--- config.mk ---
export PLATFORM = sky130hd
export DESIGN_NAME = pci_irq_router
export DESIGN_NICKNAME = d
export VERILOG_FILES = /design/src/rtl/pir_pkg.sv /design/src/rtl/pir_swizzle.sv /design/src/rtl/pir_line_state.sv /design/src/rtl/pir_fanin.sv /design/src/rtl/pci_irq_router.sv
export SDC_FILE = /design/constraint.sdc
export NUM_CORES = 1
export LEC_CHECK = 0
export BUFFER_PORTS_ARGS = -buffer_cell sky130_fd_sc_hd__buf_4
export CORE_MARGIN = 3
export CORE_UTILIZATION = 45
export CTS_BUF_LIST = sky130_fd_sc_hd__clkbuf_8
export DETAILED_ROUTE_END_ITERATION = 6
export PLACE_DENSITY = 0.65
export SYNTH_ARGS = -nofsm -noshare
export SYNTH_HDL_FRONTEND = slang
export SYNTH_SLANG_ARGS = --single-unit
export TNS_END_PERCENT = 50
--- constraint.sdc ---
create_clock -name clk_i -period 2.15 [get_ports clk_i]
set_input_delay 0.1075 -clock clk_i [delete_from_list [all_inputs] [get_ports clk_i]]
set_output_delay 0.1075 -clock clk_i [all_outputs]
set_load 0.005 [all_outputs]
--- src/rtl/pir_pkg.sv ---
package pir_pkg;
  localparam int unsigned PIR_LINES     = 4;
  localparam int unsigned PIR_INPUTS    = 16;
  localparam int unsigned PIR_DEVFN_W   = 8;
  localparam int unsigned PIR_FN_W      = 3;
  localparam int unsigned PIR_ROUTE_W   = 8;
  localparam logic [7:0]  PIR_ROUTE_OFF = 8'h80;
  localparam int unsigned PIR_ROT_BASE  = 18;

  typedef enum logic [1:0] {
    PIN_A = 2'd0,
    PIN_B = 2'd1,
    PIN_C = 2'd2,
    PIN_D = 2'd3
  } pir_pin_e;
endpackage

--- src/rtl/pir_swizzle.sv ---
module pir_swizzle #(
  parameter int unsigned DEVFN_W   = pir_pkg::PIR_DEVFN_W,
  parameter int unsigned FN_W      = pir_pkg::PIR_FN_W,
  parameter int unsigned NUM_LINES = pir_pkg::PIR_LINES,
  parameter int unsigned ROT_BASE  = pir_pkg::PIR_ROT_BASE,
  parameter int unsigned NUM_FIX   = 3,
  parameter int unsigned FIX_SLOT [NUM_FIX] = '{10, 11, 12},
  parameter int unsigned FIX_LINE [NUM_FIX] = '{3, 0, 0}
) (
  input  logic [DEVFN_W-1:0]           devfn_i,
  input  logic [$clog2(NUM_LINES)-1:0] pin_i,
  output logic [$clog2(NUM_LINES)-1:0] line_o
);
  localparam int unsigned LINE_W = $clog2(NUM_LINES);
  localparam int unsigned SLOT_W = DEVFN_W - FN_W;
  localparam logic [SLOT_W-1:0] ROT_LO = SLOT_W'(ROT_BASE);
  localparam logic [SLOT_W-1:0] ROT_HI = SLOT_W'(ROT_BASE + NUM_LINES - 1);

  logic [SLOT_W-1:0] slot;
  logic [SLOT_W-1:0] rot_off;
  logic              in_rot;
  logic [NUM_FIX-1:0] fix_hit;

  assign slot    = devfn_i[DEVFN_W-1:FN_W];
  assign rot_off = slot - ROT_LO;
  assign in_rot  = (slot >= ROT_LO) && (slot <= ROT_HI);

  for (genvar f = 0; f < NUM_FIX; f++) begin : g_fix
    assign fix_hit[f] = (slot == SLOT_W'(FIX_SLOT[f]));
  end

  always_comb begin
    line_o = pin_i;
    if (in_rot) line_o = rot_off[LINE_W-1:0] + pin_i;
    for (int f = NUM_FIX - 1; f >= 0; f--) begin
      if (fix_hit[f]) line_o = LINE_W'(FIX_LINE[f]);
    end
  end
endmodule

--- src/rtl/pir_line_state.sv ---
module pir_line_state #(
  parameter int unsigned NUM_LINES = pir_pkg::PIR_LINES,
  parameter int unsigned ROUTE_W   = pir_pkg::PIR_ROUTE_W,
  parameter logic [ROUTE_W-1:0] ROUTE_RST = ROUTE_W'(pir_pkg::PIR_ROUTE_OFF)
) (
  input  logic                                clk_i,
  input  logic                                rst_ni,
  input  logic                                upd_valid_i,
  input  logic [$clog2(NUM_LINES)-1:0]        upd_line_i,
  input  logic                                upd_level_i,
  input  logic                                route_we_i,
  input  logic [$clog2(NUM_LINES)-1:0]        route_sel_i,
  input  logic [ROUTE_W-1:0]                  route_data_i,
  output logic [NUM_LINES-1:0]                lvl_q_o,
  output logic [NUM_LINES-1:0]                lvl_d_o,
  output logic [NUM_LINES-1:0][ROUTE_W-1:0]   route_q_o,
  output logic [NUM_LINES-1:0][ROUTE_W-1:0]   route_d_o
);
  localparam int unsigned LINE_W = $clog2(NUM_LINES);

  for (genvar l = 0; l < NUM_LINES; l++) begin : g_line
    always_comb begin
      lvl_d_o[l] = lvl_q_o[l];
      if (upd_valid_i && (upd_line_i == LINE_W'(l))) lvl_d_o[l] = upd_level_i;
    end

    always_comb begin
      route_d_o[l] = route_q_o[l];
      if (route_we_i && (route_sel_i == LINE_W'(l))) route_d_o[l] = route_data_i;
    end

    always_ff @(posedge clk_i or negedge rst_ni) begin
      if (!rst_ni) begin
        lvl_q_o[l]   <= 1'b0;
        route_q_o[l] <= ROUTE_RST;
      end else begin
        lvl_q_o[l]   <= lvl_d_o[l];
        route_q_o[l] <= route_d_o[l];
      end
    end
  end
endmodule

--- src/rtl/pir_fanin.sv ---
module pir_fanin #(
  parameter int unsigned NUM_LINES  = pir_pkg::PIR_LINES,
  parameter int unsigned NUM_INPUTS = pir_pkg::PIR_INPUTS,
  parameter int unsigned ROUTE_W    = pir_pkg::PIR_ROUTE_W
) (
  input  logic                              clk_i,
  input  logic                              rst_ni,
  input  logic [NUM_LINES-1:0]              lvl_i,
  input  logic [NUM_LINES-1:0][ROUTE_W-1:0] route_i,
  output logic [NUM_INPUTS-1:0]             irq_o
);
  logic [NUM_INPUTS-1:0] irq_d;

  // Out-of-range route values match no input and so disable the line.
  for (genvar n = 0; n < NUM_INPUTS; n++) begin : g_in
    logic [NUM_LINES-1:0] hit;
    for (genvar l = 0; l < NUM_LINES; l++) begin : g_ln
      assign hit[l] = lvl_i[l] && (route_i[l] == ROUTE_W'(n));
    end
    assign irq_d[n] = |hit;
  end

  always_ff @(posedge clk_i or negedge rst_ni) begin
    if (!rst_ni) irq_o <= '0;
    else         irq_o <= irq_d;
  end
endmodule

--- src/rtl/pci_irq_router.sv ---
module pci_irq_router #(
  parameter int unsigned NUM_LINES  = pir_pkg::PIR_LINES,
  parameter int unsigned NUM_INPUTS = pir_pkg::PIR_INPUTS,
  parameter int unsigned DEVFN_W    = pir_pkg::PIR_DEVFN_W,
  parameter int unsigned ROUTE_W    = pir_pkg::PIR_ROUTE_W
) (
  input  logic                         clk_i,
  input  logic                         rst_ni,
  input  logic                         src_valid_i,
  input  logic [DEVFN_W-1:0]           src_devfn_i,
  input  logic [$clog2(NUM_LINES)-1:0] src_pin_i,
  input  logic                         src_level_i,
  input  logic                         route_we_i,
  input  logic [$clog2(NUM_LINES)-1:0] route_sel_i,
  input  logic [ROUTE_W-1:0]           route_data_i,
  output logic [NUM_INPUTS-1:0]        pic_irq_o
);
  localparam int unsigned LINE_W = $clog2(NUM_LINES);

  logic [LINE_W-1:0]                 tgt_line;
  logic [NUM_LINES-1:0]              line_lvl_q;
  logic [NUM_LINES-1:0]              line_lvl_d;
  logic [NUM_LINES-1:0][ROUTE_W-1:0] route_q;
  logic [NUM_LINES-1:0][ROUTE_W-1:0] route_d;

  pir_swizzle #(
    .DEVFN_W   (DEVFN_W),
    .NUM_LINES (NUM_LINES)
  ) u_swizzle (
    .devfn_i (src_devfn_i),
    .pin_i   (src_pin_i),
    .line_o  (tgt_line)
  );

  pir_line_state #(
    .NUM_LINES (NUM_LINES),
    .ROUTE_W   (ROUTE_W)
  ) u_state (
    .clk_i        (clk_i),
    .rst_ni       (rst_ni),
    .upd_valid_i  (src_valid_i),
    .upd_line_i   (tgt_line),
    .upd_level_i  (src_level_i),
    .route_we_i   (route_we_i),
    .route_sel_i  (route_sel_i),
    .route_data_i (route_data_i),
    .lvl_q_o      (line_lvl_q),
    .lvl_d_o      (line_lvl_d),
    .route_q_o    (route_q),
    .route_d_o    (route_d)
  );

  pir_fanin #(
    .NUM_LINES  (NUM_LINES),
    .NUM_INPUTS (NUM_INPUTS),
    .ROUTE_W    (ROUTE_W)
  ) u_fanin (
    .clk_i   (clk_i),
    .rst_ni  (rst_ni),
    .lvl_i   (line_lvl_d),
    .route_i (route_d),
    .irq_o   (pic_irq_o)
  );
endmodule

; ---- After elaboration in Yosys (flattened, before gate mapping)
; Cells that the tools add are included.
[classes]
add_sub_neg = 2
magnitude_cmp = 2
eq_ne = 69
n_mux = 12
reduce_logical = 95
[op_table]
columns = op, count
row1 = $eq 8x4->1 const B, 32
row2 = $eq 8x3->1 const B, 16
row3 = $logic_and 1x1->1, 73
row4 = $eq 8x2->1 const B, 8
row5 = $reduce_or 4->1, 16
row6 = $eq 8x1->1 const B, 4
row7 = $logic_not 8->1, 4
row8 = $mux 8, 4
row9 = $eq 5x4->1 const B, 3
row10 = $eq 2x2->1 const B, 4
row11 = $mux 2, 4
row12 = $ge 5x5->1 const B, 1
row13 = $le 5x5->1 const B, 1
row14 = $eq 2x1->1 const B, 2
row15 = $logic_not 2->1, 2
row16 = $mux 1, 4
row17 = $add 2x2->2, 1
row18 = $sub 2x2->2 const B, 1
[word_totals]
ff_bits = 52
inputBits = 25
wordCells = 189

; ---- Longest topological paths before layout
; Gate-level depths: netlist (run 1).
[depth]
depth_word = 11
ltp_mapped = 9
depth_no_buf = 8

; ---- Modules after synthesis
; From an unflattened synthesis (run 1), not the netlist that was laid out.
[unflattened]
cells_unflattened = 204
area_unflattened_um2 = 2573.7
[by_module_without_submodules]
columns = module, instances, cells_each, area_each_um2, seq_area_each_um2
row1 = pir_line_state, 1, 80, 1390.1, 905.9
row2 = pir_fanin, 1, 98, 1012.2, 400.4
row3 = pir_swizzle, 1, 26, 171.4, 0.0

; ---- Least setup slack after synthesis (run 1)
; OpenSTA, ideal clock, no wires.
[synth_path]
path_type = in2reg
start = input port src_devfn_i[3]
end = register u_fanin.irq_o[6]
arrival_time_ns = 1.794
slack_ns = 0.222
stages = 9
n_path_buf = 1
path_cell_list = ha_1 nor3b_1 o21ai_2 xnor2_1 nor3_1 mux2_4 buf_6 a32oi_1 o221ai_2
[synth_between]
elab_chain_len = 11
[synth_rtl]
columns = item, line
row1 = from (decl), pci_irq_router.sv:10  ; input logic [DEVFN_W-1:0] src_devfn_i,
row2 = "$sub 2x2->2, or another cell as far along", pir_swizzle.sv:25  ; assign rot_off = slot - ROT_LO;
row3 = $add 2x2->2 or $logic_and 1x1->1 (tied branches), "pir_swizzle.sv:34, pir_swizzle.sv:26"
row4 = $mux 2, pir_swizzle.sv:34  ; if (in_rot) line_o = rot_off[LINE_W-1:0] + pin_i;
row5 = $mux 2 (2 in a row), pir_swizzle.sv:36  ; if (fix_hit[f]) line_o = LINE_W'(FIX_LINE[f]);
row6 = $mux 2 *, pir_swizzle.sv:36
row7 = $eq 2x1->1 *, pir_line_state.sv:24  ; if (upd_valid_i && (upd_line_i == LINE_W'(l))) lvl_d_o[l] = upd_level_i;
row8 = $logic_and 1x1->1 *, pir_line_state.sv:24
row9 = $mux 1 *, pir_line_state.sv:24
row10 = named net line_lvl_d[1], pci_irq_router.sv:22  ; logic [NUM_LINES-1:0] line_lvl_d;
row11 = $logic_and 1x1->1 *, pir_fanin.sv:18  ; assign hit[l] = lvl_i[l] && (route_i[l] == ROUTE_W'(n));
row12 = $reduce_or 4->1 *, pir_fanin.sv:20  ; assign irq_d[n] = |hit;
row13 = named net u_fanin.irq_d[6], pir_fanin.sv:12  ; logic [NUM_INPUTS-1:0] irq_d;
row14 = to (signal assigned), pir_fanin.sv:25  ; else irq_o <= irq_d;
row15 = to (decl), pir_fanin.sv:10  ; output logic [NUM_INPUTS-1:0] irq_o
; The timed path passes the listed nets; every way through them passes the cells marked *.

; ---- Worst setup path in the final report (run 1)
[layout_path]
start = register u_state.route_q_o[6] (netlist bit)
end = register u_fanin.irq_o[0]
[layout_between]
elab_chain_len = 4
[layout_rtl]
columns = item, line
row1 = from (decl), pir_line_state.sv:16  ; output logic [NUM_LINES-1:0][ROUTE_W-1:0] route_q_o,
row2 = "from (signal, indexed assignment)", pir_line_state.sv:38  ; route_q_o[l] <= route_d_o[l];
row3 = $mux 8, pir_line_state.sv:29  ; if (route_we_i && (route_sel_i == LINE_W'(l))) route_d_o[l] = route_data_i;
row4 = $logic_not 8->1, pir_fanin.sv:18
row5 = $logic_and 1x1->1, pir_fanin.sv:18
row6 = $reduce_or 4->1, pir_fanin.sv:20
row7 = named net u_fanin.irq_d[0], pir_fanin.sv:12
; The timed path passes the listed nets, and every way through them passes these cells.

==> implementation parameters, run 1 <==
Parameter                              Value

Yosys
  Fraction of registers with async set/reset    100%
  Sequential fraction of the synthesis area    44.2%
  Number of nets in the synthesized netlist    335
  Most used flip-flop cell after synthesis    sky130_fd_sc_hd__dfrtp_1
  Mapped Cells    309
  Number of synthesized flops with an enable pin    0
  Synthesized area divided by synthesized cell count    9.56 sq um
  Mapped Area    2950 sq um
  Unique masters post-synth    55
  Ys Warns    0
  Count of state elements after synthesis    52

STA
  Fmax    0.519 GHz
  Period Utilization, post-route    89.6%
  Maximum clock skew at final layout    0.0127 ns
  Clock period minus worst slack    1.93 ns
  Hold_ws    0.0354 ns
  Worst slew slack as a fraction of its limit    57.3%
  Unrepaired setup endpoints after global routing    false
  PnR worst setup slack    0.224 ns
  Slew @ Worst Pin    0.640 ns
  Number of max-slew violations in the final report    0
  Final setup violating endpoints    0
  Final hold violation count    0

Clock tree
  CTS tree    yes
  Buffers inserted during post-CTS setup optimization    0
  Insertion delay to the later sink of the worst-skew pair    0.30 ns
  Number of buffers inserted during clock tree synthesis    5
  Deepest clock path buffer count    2
  Clock-pin slew reported for the worst setup and hold paths after clock tree synthesis    0.09 ns
  Depth of the CTS H-tree    2
  Number of gates resized after CTS    0
  CTS root buffer    sky130_fd_sc_hd__clkbuf_8
  Clock net sink count    52

Route
  Router iterations before antenna repair    4
  Met3 WL post-DR    399 um
  Highest routed layer    met4
  Post-DRT Antenna Nets    0
  Number of vias after detailed routing    2,556
  Violation count after the first detailed-routing iteration    184
  Met2 Wirelength    3430 um
  Per-cell routed wire length    16.5 um
  Total Wirelength    7130 um
  Met1 Wirelength    3200 um
  Number of remaining DRC errors    0
  Via density    5.90

Power
  Switching part of the total    32.3%
  Combinational share of power    26.7%
  Fraction of power consumed by the clock network    23.7%
  Total power per unit cell area    693 nW/um^2
  Worst IR Drop VDD    0.000479 V
  Sequential share of power    49.7%
  Switching pwr    779 uW
  Leakage power of the design    1.58 nW
  Internal power    1.63 mW

Setup path
  Type of element capturing the critical path    flop
  Cell type group with the largest total delay on the critical path    simple AND/OR/NAND/NOR gates
  Arrival time worst endpoint    2.14 ns
  Setup crit start kind    flop
  Critical path buffer and inverter count    0
  Crit path required time    2.36 ns
  Slowest cell on the critical path    sky130_fd_sc_hd__or4_1
  List of cells traversed by the critical path    or4_1 -> nor2_1 -> a21oi_1 -> or4_1 -> o211ai_1
  Largest stage delay, worst path    0.54 ns
  WS Path Type    reg2reg
  Maximum fanout along the worst path    6
  Cell seen most often among critical-path stages    sky130_fd_sc_hd__or4_1

Cells and area
  Post-synthesis to final-layout area growth    17.9%
  Share of final-layout standard cells stronger than drive strength 1    24.6%
  Total inserted antenna cells    0
  Most frequent cells in the layout    74 x sky130_fd_sc_hd__nand2_1, 51 x sky130_fd_sc_hd__buf_4, 48 x sky130_fd_sc_hd__dfrtp_1, 16 x sky130_fd_sc_hd__a32oi_1, 13 x sky130_fd_sc_hd__nor2_1
  Share of the core filled with cells    56.8%
  Commonest non-fill, non-tap cell in the layout    sky130_fd_sc_hd__nand2_1
  Nets@finish    383

Global routing
  Largest net degree at the start of global routing    53
  Global routing usage summed across all routing layers    19.9%
  Leftover overflow at the end of global routing    0
  Global-route wire length before repair    12,000 um
  Initial antenna violation count    0
  Number of global-route vias before repair    2,461

Floorplan
  Die width    87.0 um
  Die area    7570 sq um
  Ports placed on the boundary    41
  Vertical extent of the die    87.0 um
  Site Rows    28
  Initial core utilization    48.2%
  CORE AREA    6130 sq um

Place
  Count of input and output buffers    37
  Place WS    -0.0668 ns
  RD Place Congestion    0.932
  Detailed-placement wirelength estimate    5510 um

Status
  Run status    finished clean

Flow run
  Max-cap violation count    0

Min path
  Worst min-delay path class    in2reg
sequential cells by signal, indices dropped and copies added, names as in the netlist:
register and count:
u_state.route_q_o 32, u_fanin.irq_o 16, u_state.lvl_q_o 4
tightest hold or removal path, cell delays in order:
cell and delay, ns:
sky130_fd_sc_hd__buf_4 0.14, sky130_fd_sc_hd__nand2_1 0.06, sky130_fd_sc_hd__nand2_1 0.04
synthesized netlist by cell type, types with 2 or more instances:
library cell | count | area share (%)
sky130_fd_sc_hd__dfstp_2 | 4 | 3.6
sky130_fd_sc_hd__nor4_1 | 5 | 1.1
sky130_fd_sc_hd__nor3b_1 | 2 | 0.51
sky130_fd_sc_hd__o211ai_1 | 7 | 1.8
sky130_fd_sc_hd__nand3_2 | 2 | 0.68
sky130_fd_sc_hd__nand3_1 | 6 | 1.0
sky130_fd_sc_hd__buf_2 | 2 | 0.34
sky130_fd_sc_hd__dfrtp_1 | 48 | 41
sky130_fd_sc_hd__o21ai_2 | 2 | 0.59
sky130_fd_sc_hd__a32oi_1 | 16 | 4.7
sky130_fd_sc_hd__o221ai_1 | 7 | 2.1
sky130_fd_sc_hd__mux2_2 | 10 | 3.8
sky130_fd_sc_hd__nor2_1 | 13 | 1.7
sky130_fd_sc_hd__a21oi_1 | 4 | 0.68
sky130_fd_sc_hd__mux2i_1 | 12 | 4.1
sky130_fd_sc_hd__o31ai_1 | 5 | 1.3
sky130_fd_sc_hd__nand3b_1 | 6 | 1.5
sky130_fd_sc_hd__nand4_2 | 2 | 0.85
sky130_fd_sc_hd__o22ai_1 | 2 | 0.42
sky130_fd_sc_hd__and3b_1 | 2 | 0.59
sky130_fd_sc_hd__nand2_1 | 74 | 9.4
sky130_fd_sc_hd__o21ai_0 | 8 | 1.4
sky130_fd_sc_hd__a21o_1 | 3 | 0.76
sky130_fd_sc_hd__xor2_1 | 2 | 0.59
sky130_fd_sc_hd__inv_1 | 11 | 1.4
sky130_fd_sc_hd__or3_1 | 4 | 0.85
sky130_fd_sc_hd__nand2b_1 | 9 | 1.9
sky130_fd_sc_hd__nor3_1 | 2 | 0.34
sky130_fd_sc_hd__clkbuf_1 | 7 | 0.89
sky130_fd_sc_hd__or4_1 | 7 | 1.8
cells by family after synthesis:
kind of cell	share of synthesized area (%)
XOR/XNOR	0.890
buffers and inverters	3.14
flip-flops	44.2
AND/OR/NAND/NOR	25.6
AO/OA/AOI/OAI	17.3
multiplexers	8.39
adder cells (fa/ha/maj)	0.424
final timing paths:
path / from / slack, ns / cells past startpoint / endpoint
setup / recovery: u_state.route_q_o[6] / 0.22 / 5 / u_fanin.irq_o[0]
hold / removal: route_data_i[7] / 0.04 / 3 / u_state.route_q_o[15]
setup reg to reg: u_state.route_q_o[6] / 0.22 / 5 / u_fanin.irq_o[0]
hold reg to reg: u_state.route_q_o[15] / 0.47 / 2 / u_state.route_q_o[15]
max in group asynchronous: rst_ni / 1.35 / 2 / u_state.route_q_o[21]
min in group asynchronous: rst_ni / 0.36 / 2 / u_fanin.irq_o[15]
area by class of cell:
class / instances / area [sq um]
Fill cell: 574 / 2650
Multi-Input combinational cell: 235 / 1550
Sequential cell: 52 / 1310
Timing Repair Buffer: 52 / 393
Tap cell: 75 / 93.8
Clock buffer: 6 / 82.6
Inverter: 11 / 41.3
Clock inverter: 2 / 11.3
per-stage QoR:
stage	TNS, ns	power (mW)	std cells	area [sq um]
6_report	0	2.41	433	3480
5_1_grt	0	2.55	433	3480
3_5_place_dp	-0.591	1.86	424	3380
3_3_place_gp	-0.00331	1.84	424	3380
4_1_cts	0	2.43	433	3480
2_1_floorplan	0	1.63	309	2950
what timing repair did:
action / 4_1_cts / 5_1_grt
setup endpoints to repair: 0 / 0
hold endpoints to repair: 48 / 0
hold buffers: 1 / 0
power groups by stage:
stage	clock (mW)	sequential (mW)	combinational [mW]
global route	0.618	1.22	0.719
global placement	0	1.21	0.629
finish	0.571	1.20	0.644
CTS	0.587	1.20	0.642
detailed placement	0	1.22	0.638
floorplan	0	1.20	0.433
layer usage:
metal	up-vias	GRT usage [%]
met1	1226	26.6
met2	83	32.9
met5	-	0
met4	0	5.67
li1	1237	-
met3	10	3.60
(Power assumes the default switching activity.)
==> run 2, diff against run 1 <==
--- a/config.mk
+++ b/config.mk
@@ -6,11 +6,13 @@
 export NUM_CORES = 1
 export LEC_CHECK = 0
 export BUFFER_PORTS_ARGS = -buffer_cell sky130_fd_sc_hd__buf_4
+export CELL_PAD_IN_SITES_DETAIL_PLACEMENT = 0
+export CELL_PAD_IN_SITES_GLOBAL_PLACEMENT = 1
 export CORE_MARGIN = 3
 export CORE_UTILIZATION = 45
 export CTS_BUF_LIST = sky130_fd_sc_hd__clkbuf_8
 export DETAILED_ROUTE_END_ITERATION = 6
-export PLACE_DENSITY = 0.65
+export PLACE_DENSITY = 0.81
 export SYNTH_ARGS = -nofsm -noshare
 export SYNTH_HDL_FRONTEND = slang
 export SYNTH_SLANG_ARGS = --single-unit
==> run 2 against run 1 <==
Net effect:
- critical path depth stayed put
- routed wire length is 0.39% higher
- first-iteration DRC count is 18% higher
- clock skew decreased by 0.0076 ns
- register-to-register slack is essentially flat
- highest routed layer unchanged
==> implementation parameters, run 2 (synthesis results as in run 1) <==
Parameter                              Value

STA
  Final setup violating endpoints    0
  PnR worst setup slack    0.232 ns
  Final hold violation count    0
  Number of max-slew violations in the final report    0
  Hold_ws    0.0167 ns
  Unrepaired setup endpoints after global routing    false
  Slew @ Worst Pin    0.678 ns
  Worst slew slack as a fraction of its limit    54.4%
  Clock period minus worst slack    1.92 ns
  Maximum clock skew at final layout    0.00510 ns
  Fmax    0.521 GHz
  Period Utilization, post-route    89.2%

Place
  Total placed cells including tap cells    423
  Count of input and output buffers    37
  Place WS    -0.0680 ns
  RD Place Congestion    0.886
  Detailed-placement wirelength estimate    5420 um

Clock tree
  Deepest clock path buffer count    2
  Clock net sink count    52
  Number of buffers inserted during clock tree synthesis    5
  CTS root buffer    sky130_fd_sc_hd__clkbuf_8
  Clock-pin slew reported for the worst setup and hold paths after clock tree synthesis    0.10 ns
  CTS tree    yes
  Insertion delay to the later sink of the worst-skew pair    0.31 ns
  Depth of the CTS H-tree    2

Route
  Router iterations before antenna repair    5
  Violation count after the first detailed-routing iteration    217
  Number of remaining DRC errors    0
  Via density    5.82
  Per-cell routed wire length    16.6 um
  Number of vias after detailed routing    2,514
  Total Wirelength    7160 um
  Post-DRT Antenna Nets    0

Setup path
  Reg2Reg Launch Point    u_state.route_q_o[6]
  Type of element capturing the critical path    flop
  Launching element of the worst setup path    u_state.route_q_o[6]
  Arrival time worst endpoint    2.15 ns
  Maximum fanout along the worst path    6
  Setup crit start kind    flop
  Crit path required time    2.38 ns
  WS Path Type    reg2reg

Floorplan
  Die width    87.0 um
  Ports placed on the boundary    41
  Vertical extent of the die    87.0 um
  CORE AREA    6130 sq um
  Die area    7570 sq um
  Site Rows    28
  Initial core utilization    48.2%

Cells and area
  Total area of multi-input combinational cells    1550 sq um
  Most frequent cells in the layout    74 x sky130_fd_sc_hd__nand2_1, 50 x sky130_fd_sc_hd__buf_4, 48 x sky130_fd_sc_hd__dfrtp_1, 16 x sky130_fd_sc_hd__a32oi_1, 13 x sky130_fd_sc_hd__nor2_1
  Commonest non-fill, non-tap cell in the layout    sky130_fd_sc_hd__nand2_1
  Max reg flops    32
  Post-route non-filler standard cell count    432
  Layout filler cell count    570
  Most flops, register    u_state.route_q_o
  Total inserted antenna cells    0
  Nets@finish    382
  Share of final-layout standard cells stronger than drive strength 1    24.4%
  Share of the core filled with cells    56.7%
  Top Registers    u_state.route_q_o: 32 flops, u_fanin.irq_o: 16 flops, u_state.lvl_q_o: 4 flops
  Post-synthesis to final-layout area growth    17.7%
  Area taken by flip-flops and latches    1310 sq um

Power
  Total power per unit cell area    702 nW/um^2
  Worst IR Drop VDD    0.000526 V
  Leakage power of the design    1.57 nW
  Total power draw    2.44 mW

Global routing
  Number of global-route vias before repair    2,384
  Initial antenna violation count    0
  Largest net degree at the start of global routing    53
  Global-route wire length before repair    11,800 um
  Leftover overflow at the end of global routing    0
  Global routing usage summed across all routing layers    20.0%

Min path
  Worst min-delay path class    in2reg
  Worst hold path startpoint    route_data_i[7]

Flow run
  Max-cap violation count    0

Status
  Run status    finished clean
[run 2: cell count changes in the layout (fill, tap and decap cells not counted), sizes merged]
cell and delta:
buf -1
[run 2: metrics by stage]
stage	setup TNS, ns	area, sq um
finish	0	3470
global route	0	3470
CTS	0	3470
detailed placement	-0.317	3370
global placement	-0.167	3370
floorplan	0	2950
[run 2: layout make-up]
cell class	instances	share of cell area, %
sequential	52	37.6
timing repair buffer	51	11.1
tap	75	2.70
clock buffer	6	2.38
clock inverter	2	0.324
multi-input combinational	235	44.7
inverter	11	1.19
[run 2: worst max-delay path, stage by stage (launching register included)]
cell                       delay [ns]
sky130_fd_sc_hd__dfrtp_1         0.38
sky130_fd_sc_hd__or4_1           0.52
sky130_fd_sc_hd__nor2_1          0.17
sky130_fd_sc_hd__a21oi_1         0.14
sky130_fd_sc_hd__or4_1           0.53
sky130_fd_sc_hd__o211ai_1        0.11
[run 2: what timing repair did]
item	4_1_cts	5_1_grt
hold buffers	1	0
resized for setup	0	0
hold endpoints to repair	48	0
setup buffers	0	0
[run 2: path summary, 6_finish.rpt]
check | to | slack, ns | cells after the start
min in group asynchronous | u_state.lvl_q_o[3] | 0.36 | 2
worst min register to register | u_state.route_q_o[15] | 0.47 | 2
worst max register to register | u_fanin.irq_o[4] | 0.23 | 5
worst min-delay path | u_state.route_q_o[15] | 0.02 | 3
max in group asynchronous | u_state.route_q_o[2] | 1.36 | 2
worst max-delay path | u_fanin.irq_o[4] | 0.23 | 5
[run 2: where the power goes]
group | total (mW) | internal [mW] | switching, mW
combinational | 0.644 | 0.251 | 0.393
sequential | 1.20 | 1.12 | 0.0755
clock | 0.594 | 0.258 | 0.336
total | 2.44 | 1.63 | 0.805
[run 2: per-layer routing]
metal / vias to the layer above / routed length, um / global-route usage [%]
met2: 73 / 3470 / 31.5
li1: 1232 / - / -
met4: 0 / 96 / 6.66
met3: 11 / 367 / 3.78
met1: 1198 / 3220 / 27.8
met5: - / 0 / 0
==> run 3, diff against run 2 <==
--- a/config.mk
+++ b/config.mk
@@ -13,6 +13,7 @@
 export CTS_BUF_LIST = sky130_fd_sc_hd__clkbuf_8
 export DETAILED_ROUTE_END_ITERATION = 6
 export PLACE_DENSITY = 0.81
+export RECOVER_POWER = 50
 export SYNTH_ARGS = -nofsm -noshare
 export SYNTH_HDL_FRONTEND = slang
 export SYNTH_SLANG_ARGS = --single-unit
==> run 3 against run 2 <==
Net effect:
- critical path type is now in2reg
- combinational power fell by 1%
- largest cell class unchanged
- die area did not move
- power fell by 0.75%
- count of clock-buffer cells in the layout did not move
- highest routed layer unchanged
- fmax fell by 4.2%
- critical path depth rose by 2
==> implementation parameters, run 3 (synthesis results as in run 1) <==
Parameter                              Value

Cells and area
  Share of final-layout standard cells stronger than drive strength 1    21.3%
  Most frequent cells in the layout    74 x sky130_fd_sc_hd__nand2_1, 48 x sky130_fd_sc_hd__dfrtp_1, 44 x sky130_fd_sc_hd__buf_4, 16 x sky130_fd_sc_hd__a32oi_1, 13 x sky130_fd_sc_hd__nor2_1
  Top Registers    u_state.route_q_o: 32 flops, u_fanin.irq_o: 16 flops, u_state.lvl_q_o: 4 flops
  Commonest non-fill, non-tap cell in the layout    sky130_fd_sc_hd__nand2_1
  Area taken by flip-flops and latches    1310 sq um
  Post-synthesis to final-layout area growth    16.9%
  Max reg flops    32
  Share of the core filled with cells    56.3%
  Total area of multi-input combinational cells    1550 sq um
  Finished layout cell area    3450 sq um
  Nets@finish    382
  Most flops, register    u_state.route_q_o
  Total inserted antenna cells    0
  Layout filler cell count    578

Floorplan
  CORE AREA    6130 sq um
  Vertical extent of the die    87.0 um
  Ports placed on the boundary    41
  Site Rows    28
  Die width    87.0 um
  Die area    7570 sq um
  Initial core utilization    48.2%

Global routing
  Number of global-route vias before repair    2,384
  Global routing usage summed across all routing layers    20.0%
  Leftover overflow at the end of global routing    0
  Global-route wire length before repair    11,800 um
  Initial antenna violation count    0
  Largest net degree at the start of global routing    53

Clock tree
  Number of gates resized after CTS    0
  Buffers inserted during post-CTS setup optimization    0
  Number of buffers inserted by hold repair at cts    1
  Number of buffers inserted during clock tree synthesis    5
  Clock net sink count    52
  CTS tree    yes
  Insertion delay to the later sink of the worst-skew pair    0.31 ns
  CTS root buffer    sky130_fd_sc_hd__clkbuf_8
  Deepest clock path buffer count    2
  Depth of the CTS H-tree    2
  Clock-pin slew reported for the worst setup and hold paths after clock tree synthesis    0.09 ns

STA
  Period Utilization, post-route    93.1%
  Slew @ Worst Pin    1.29 ns
  Maximum clock skew at final layout    0.00367 ns
  Number of max-slew violations in the final report    0
  PnR worst setup slack    0.148 ns
  Clock period minus worst slack    2.00 ns
  Fmax    0.499 GHz
  Final setup violating endpoints    0
  Post-route setup TNS    0 ns
  Worst slew slack as a fraction of its limit    14.3%
  Final hold violation count    0
  Unrepaired setup endpoints after global routing    false

Route
  Post-DRT Antenna Nets    0
  Number of vias after detailed routing    2,509
  Via density    5.81
  Total Wirelength    7100 um
  Number of remaining DRC errors    0
  Violation count after the first detailed-routing iteration    243
  Router iterations before antenna repair    4
  Per-cell routed wire length    16.4 um

Place
  Standard cell area after detailed placement    3370 sq um
  Place WS    -0.0680 ns
  Count of input and output buffers    37
  Detailed-placement wirelength estimate    5420 um
  RD Place Congestion    0.886

Setup path
  Maximum fanout along the worst path    11
  Crit path required time    2.38 ns
  Arrival time worst endpoint    2.23 ns
  Type of element capturing the critical path    flop
  Setup crit start kind    input port
  WS Path Type    in2reg
  Count of cells along the worst register-to-register path    5

Min path
  Worst hold path depth    3
  Worst min-delay path class    in2reg

Power
  Total power per unit cell area    701 nW/um^2
  Leakage power of the design    1.55 nW
  Worst IR Drop VDD    0.000507 V
  Total power draw    2.42 mW

Status
  Run status    finished clean

Flow run
  Max-cap violation count    0
## run 3: cell count changes in the layout (fill, tap and decap cells not counted), sizes merged
| cell | previous run | this run |
|---|---|---|
| buf | 50 | 44 |
| clkbuf | 6 | 12 |
## run 3: worst paths after layout
check | start | slack [ns] | to
setup / recovery | route_sel_i[0] | 0.15 | u_fanin.irq_o[4]
hold / removal | route_data_i[7] | 0.02 | u_state.route_q_o[15]
setup reg to reg | u_state.route_q_o[6] | 0.21 | u_fanin.irq_o[4]
hold reg to reg | u_state.route_q_o[15] | 0.47 | u_state.route_q_o[15]
max in group asynchronous | rst_ni | 0.77 | u_state.route_q_o[2]
min in group asynchronous | rst_ni | 0.61 | u_state.lvl_q_o[3]
## run 3: per-layer routing
| metal | global-route usage, % | wire length [um] |
|---|---|---|
| met1 | 27.8 | 3210 |
| met5 | 0 | 0 |
| met4 | 6.66 | 93 |
| met3 | 3.78 | 360 |
| met2 | 31.5 | 3440 |
## run 3: power breakdown
group,switching (mW),total [mW],internal (mW)
sequential,0.0759,1.20,1.12
combinational,0.392,0.635,0.242
clock,0.328,0.586,0.258
## run 3: final cells by class
cell class,instances,share of cell area [%]
inverters,11,1.20
repair buffers,51,10.5
well taps,75,2.72
flip-flops and latches,52,37.8
multi-input cells,235,45.0
clock buffers,6,2.39
clock inverters,2,0.326
## run 3: per-stage QoR
step	hold slack, ns	instances
final	0.0216	432
after floorplan	-0.188	309
after CTS	0.0222	432
after global routing	0.0164	432
after detailed placement	0.185	423
after global placement	0.180	423
## run 3: worst max-delay path: stages
cell	delay [ns]
sky130_fd_sc_hd__clkbuf_1	0.12
sky130_fd_sc_hd__nor3b_1	0.21
sky130_fd_sc_hd__clkbuf_1	0.51
sky130_fd_sc_hd__mux2_1	0.44
sky130_fd_sc_hd__o21bai_2	0.26
sky130_fd_sc_hd__or4_1	0.48
sky130_fd_sc_hd__o211ai_1	0.10
